==> config.mk <==
export PLATFORM = sky130hd
export DESIGN_NAME = fwd_unit
export DESIGN_NICKNAME = d
export VERILOG_FILES = /design/src/rtl/fwd_pkg.sv /design/src/rtl/fwd_hit.sv /design/src/rtl/fwd_alu_sel.sv /design/src/rtl/fwd_cmp_sel.sv /design/src/rtl/fwd_store_sel.sv /design/src/rtl/fwd_unit.sv
export SDC_FILE = /design/constraint.sdc
export NUM_CORES = 1
export LEC_CHECK = 0
export ABC_CLOCK_PERIOD_IN_PS = 1200
export BUFFER_PORTS_ARGS = -buffer_cell sky130_fd_sc_hd__buf_2
export CORE_AREA = 2 2 39 41
export DETAILED_ROUTE_END_ITERATION = 12
export DIE_AREA = 0 0 41 43
export PLACE_DENSITY = 0.91
export SKIP_LAST_GASP = 1
export SLEW_MARGIN = 0
export SYNTH_ARGS = -nofsm -noshare
export SYNTH_HDL_FRONTEND = slang
export SYNTH_SLANG_ARGS = --single-unit
==> constraint.sdc <==
create_clock -name vclk -period 1.2
set_clock_uncertainty 0.05 [all_clocks]
set_input_delay 0 -clock vclk [all_inputs]
set_output_delay 0 -clock vclk [all_outputs]
set_load 0.02 [all_outputs]
==> src/rtl/fwd_pkg.sv <==
`timescale 1ns/1ps
package fwd_pkg;

  // ALU operand source; the bit positions are decoded by the datapath mux
  typedef enum logic [1:0] {
    SRC_REGFILE = 2'b00,
    SRC_MEMSTG  = 2'b10,
    SRC_WBSTG   = 2'b01
  } alu_src_e;

  localparam int unsigned N_ALU_OPS = 2;
  localparam int unsigned N_CMP_OPS = 2;

endpackage

==> src/rtl/fwd_hit.sv <==
`timescale 1ns/1ps
// One producer/consumer match: the producer writes, is not register 0,
// and names the consumer's source.
module fwd_hit #(
  parameter int unsigned REG_W = 5
) (
  input  logic [REG_W-1:0] src,
  input  logic [REG_W-1:0] dst,
  input  logic             wr_en,
  output logic             hit
);
  localparam logic [REG_W-1:0] HARD_ZERO = '0;

  always_comb begin
    hit = wr_en && (dst != HARD_ZERO) && (dst == src);
  end
endmodule

==> src/rtl/fwd_alu_sel.sv <==
`timescale 1ns/1ps
// Select for one ALU operand; the younger producer (memory stage) wins.
module fwd_alu_sel
  import fwd_pkg::*;
#(
  parameter int unsigned REG_W = 5
) (
  input  logic [REG_W-1:0] src,
  input  logic [REG_W-1:0] mem_dst,
  input  logic             mem_wr_en,
  input  logic [REG_W-1:0] wb_dst,
  input  logic             wb_wr_en,
  output alu_src_e         sel
);
  logic mem_hit;
  logic wb_hit;

  fwd_hit #(.REG_W(REG_W)) u_mem_hit (
    .src(src), .dst(mem_dst), .wr_en(mem_wr_en), .hit(mem_hit)
  );

  fwd_hit #(.REG_W(REG_W)) u_wb_hit (
    .src(src), .dst(wb_dst), .wr_en(wb_wr_en), .hit(wb_hit)
  );

  always_comb begin
    if (mem_hit)     sel = SRC_MEMSTG;
    else if (wb_hit) sel = SRC_WBSTG;
    else             sel = SRC_REGFILE;
  end
endmodule

==> src/rtl/fwd_cmp_sel.sv <==
`timescale 1ns/1ps
// Select for one decode-stage comparator operand. Only the memory stage
// feeds it; a writeback value reaches decode through the register file.
module fwd_cmp_sel #(
  parameter int unsigned REG_W = 5
) (
  input  logic             branch,
  input  logic [REG_W-1:0] src,
  input  logic [REG_W-1:0] mem_dst,
  input  logic             mem_wr_en,
  output logic             sel
);
  logic mem_hit;

  fwd_hit #(.REG_W(REG_W)) u_mem_hit (
    .src(src), .dst(mem_dst), .wr_en(mem_wr_en), .hit(mem_hit)
  );

  always_comb begin
    sel = branch && mem_hit;
  end
endmodule

==> src/rtl/fwd_store_sel.sv <==
`timescale 1ns/1ps
// Load in writeback feeding the data of a store in the memory stage.
module fwd_store_sel #(
  parameter int unsigned REG_W = 5
) (
  input  logic             mem_store,
  input  logic [REG_W-1:0] store_src,
  input  logic             wb_load,
  input  logic [REG_W-1:0] wb_dst,
  input  logic             wb_wr_en,
  output logic             sel
);
  logic wb_hit;

  fwd_hit #(.REG_W(REG_W)) u_wb_hit (
    .src(store_src), .dst(wb_dst), .wr_en(wb_wr_en), .hit(wb_hit)
  );

  always_comb begin
    sel = mem_store && wb_load && wb_hit;
  end
endmodule

==> src/rtl/fwd_unit.sv <==
`timescale 1ns/1ps
module fwd_unit
  import fwd_pkg::*;
#(
  parameter int unsigned REG_W = 5
) (
  input  logic [REG_W-1:0] ex_src_a,
  input  logic [REG_W-1:0] ex_src_b,
  input  logic [REG_W-1:0] id_src_a,
  input  logic [REG_W-1:0] id_src_b,
  input  logic             id_branch,
  input  logic [REG_W-1:0] mem_dst,
  input  logic             mem_wr_en,
  input  logic [REG_W-1:0] wb_dst,
  input  logic             wb_wr_en,
  input  logic             wb_load,
  input  logic             mem_store,
  input  logic [REG_W-1:0] mem_store_src,
  output logic [1:0]       alu_sel_a,
  output logic [1:0]       alu_sel_b,
  output logic             cmp_sel_a,
  output logic             cmp_sel_b,
  output logic             st_data_sel
);
  logic [N_ALU_OPS-1:0][REG_W-1:0] ex_src;
  logic [N_CMP_OPS-1:0][REG_W-1:0] id_src;
  alu_src_e                        alu_sel [N_ALU_OPS];
  logic [N_CMP_OPS-1:0]            cmp_sel;

  assign ex_src = {ex_src_b, ex_src_a};
  assign id_src = {id_src_b, id_src_a};

  for (genvar i = 0; i < N_ALU_OPS; i++) begin : g_alu
    fwd_alu_sel #(.REG_W(REG_W)) u_alu_sel (
      .src       (ex_src[i]),
      .mem_dst   (mem_dst),
      .mem_wr_en (mem_wr_en),
      .wb_dst    (wb_dst),
      .wb_wr_en  (wb_wr_en),
      .sel       (alu_sel[i])
    );
  end

  for (genvar i = 0; i < N_CMP_OPS; i++) begin : g_cmp
    fwd_cmp_sel #(.REG_W(REG_W)) u_cmp_sel (
      .branch    (id_branch),
      .src       (id_src[i]),
      .mem_dst   (mem_dst),
      .mem_wr_en (mem_wr_en),
      .sel       (cmp_sel[i])
    );
  end

  fwd_store_sel #(.REG_W(REG_W)) u_store_sel (
    .mem_store (mem_store),
    .store_src (mem_store_src),
    .wb_load   (wb_load),
    .wb_dst    (wb_dst),
    .wb_wr_en  (wb_wr_en),
    .sel       (st_data_sel)
  );

  assign alu_sel_a = alu_sel[0];
  assign alu_sel_b = alu_sel[1];
  assign cmp_sel_a = cmp_sel[0];
  assign cmp_sel_b = cmp_sel[1];
endmodule

==> qor.yml <==
path_max_fanout: 2
syn-num-nets: 104
endpoint_kind: "primary output"
syn_area_um2: 499.2
num_vias: 596
synth-simple-area-share_pct: 24.06
drv_slew: 0
placed_area_um2: 755.7
drive_above_1_share_pct: 53.15
die_y_um: 43
required_ns: 1.15
relSlewSlack_pct: 72.58
crit_arrival_ns: 1.13
syn_area_per_cell_um2: 7.800
worstSetupPathType: "in2out"
fillers: 121
remaining_drc_errors: 0
crit_chain: "buf_2 -> or4_4 -> o21ai_2 -> nor4_1 -> nor3_2 -> buf_4"
synth_xor_area_share_pct: 61.40
grt_overflow_total: 0
synthAdderAreaFrac_pct: 0
yosysWarnings: 0
ctsHoldBuffers: 0
ant_nets: 0
antenna_cells: 0
synth_compound_area_share_pct: 4.261
synthCells: 64
worst_setup_path_start_kind: "input port"
leakagePower_nw: 0.3560
synth_top_family_by_area: "XOR/XNOR gates"
powerDensity_nw_per_um2: 338.0
fp-row-count: 14
post_drt_wl_per_cell_um: 11.38
syn2layout_area_growth_pct: 54.39
coreArea_um2: 1384
hold_ws_ns: 0.2885
viasPerCell: 4.693
antenna_found_initial: 0
multiInputGateArea_um2: 451.7
drtIter0Drc: 6
io_pins: 47
place.gp.congestion: 0.7480
slowest_delay_ns: 0.51
ir_drop_uv: 132.2
track_usage_pct: 17.98
post-route-period-util_pct: 98.31
final_cell_area_um2: 770.7
cp_slowest_cell: "or4_4"
dp_slack_ns: -0.02103
place.detailed.hpwl_um: 1314
tns_ns: 0
grt_pass1_vias: 624
firstDrtPassIters: 4
die-area_um2: 1763
initial_core_util_pct: 36.08
wirelength_um: 1445
muxShareOfSynthArea_pct: 0
rsz0062_at_grt: "yes"
worst_pin_slew_ns: 0.4075
hold_viol: 0
seq_cells: 0
synth_cell_type_count: 15
fin_ws_ns: 0.02022
hold_path.class: "in2out"
io_buffers: 47
ys_seq_area_share_pct: 0
grt_pass1_wl_um: 2366
final_nets: 153
finalPower_mw: 0.2605
grt_start_max_net_pins: 7
cap_violations: 0
final.clkbuf_count: 0
cts_setup_buffers: 0
status: "completed"
fmax_ghz: 0.8476
regArea_um2: 0
die_w_um: 41
finalCriticalPeriod_ns: 1.180
setup_violations: 0
[logic make-up (layout without fill, tap and decap cells)]
logic type	count (synthesis)	after routing
AO/OA/AOI/OAI	3	3
XOR/XNOR	35	35
buffers and inverters	7	54
AND/OR/NAND/NOR	19	19
[Yosys cell counts]
| cell | n | area [µm²] |
|---|---|---|
| xnor2_1 | 21 | 183.9 |
| or4_1 | 1 | 7.510 |
| nand4_1 | 1 | 6.260 |
| buf_2 | 2 | 10.01 |
| o211ai_1 | 1 | 7.510 |
| o21ai_2 | 1 | 8.760 |
| o21ai_0 | 1 | 5.000 |
| xor2_1 | 14 | 122.6 |
| nor3_1 | 3 | 15.01 |
| buf_6 | 1 | 11.26 |
| nor3_2 | 2 | 20.02 |
| nor4_1 | 4 | 25.02 |
| or4_4 | 1 | 11.26 |
| nand3_1 | 7 | 35.03 |
| buf_4 | 4 | 30.03 |
[cell type report]
class                           instances  share of cell area, %
Tap cell                               16                  2.597
Timing Repair Buffer                   54                  38.80
Multi-Input combinational cell         57                  58.60
[timing repair]
action | 4_1_cts | 5_1_grt
pin swaps | 0 | 3
resized for setup | 2 | 3
setup endpoints to repair | 3 | 6
hold endpoints to repair | 0 | 0
[critical path: cells and delay by family]
family	cells	cell delay, ns
simple gates	3	0.71
compound gates	1	0.14
buf+inv	2	0.27
[routing by layer]
layer | part of all wire [%] | wire length, µm | GRT usage, % | vias to the layer above
met2 | 57 | 827 | 33.44 | 15
li1 | - | - | - | 311
met3 | 3.7 | 54 | 0 | 2
met5 | 0 | 0 | 0 | -
met4 | 1.6 | 23 | 1.333 | 0
met1 | 37 | 539 | 22.47 | 268
[worst paths after layout]
| path | from | end | slack [ns] | cells after the start |
|---|---|---|---|---|
| min | wb_load | st_data_sel | 0.29 | 4 |
| max | mem_dst[2] | alu_sel_a[0] | 0.02 | 6 |
[power by group]
group          internal (mW)  total [mW]  switching (mW)  leakage (nW)
Sequential                 0           0               0             0
Combinational          0.143       0.261           0.117         0.356
Clock                      0           0               0             0
Total                  0.143       0.261           0.117         0.356
[layout by cell type, fill, tap and decap left out, drive strengths merged]
master / n
buf: 54
nand3: 7
nand4: 1
nor3: 5
nor4: 4
o211ai: 1
o21ai: 2
or4: 2
xnor2: 21
xor2: 14
[stage by stage]
step | utilization (%) | instances
finish | 55.70 | 127
detailed placement | 54.61 | 127
CTS | 54.79 | 127
global route | 55.70 | 127
floorplan | - | 64
global placement | 54.61 | 127
No activity file was read; power rests on OpenSTA's default activity.
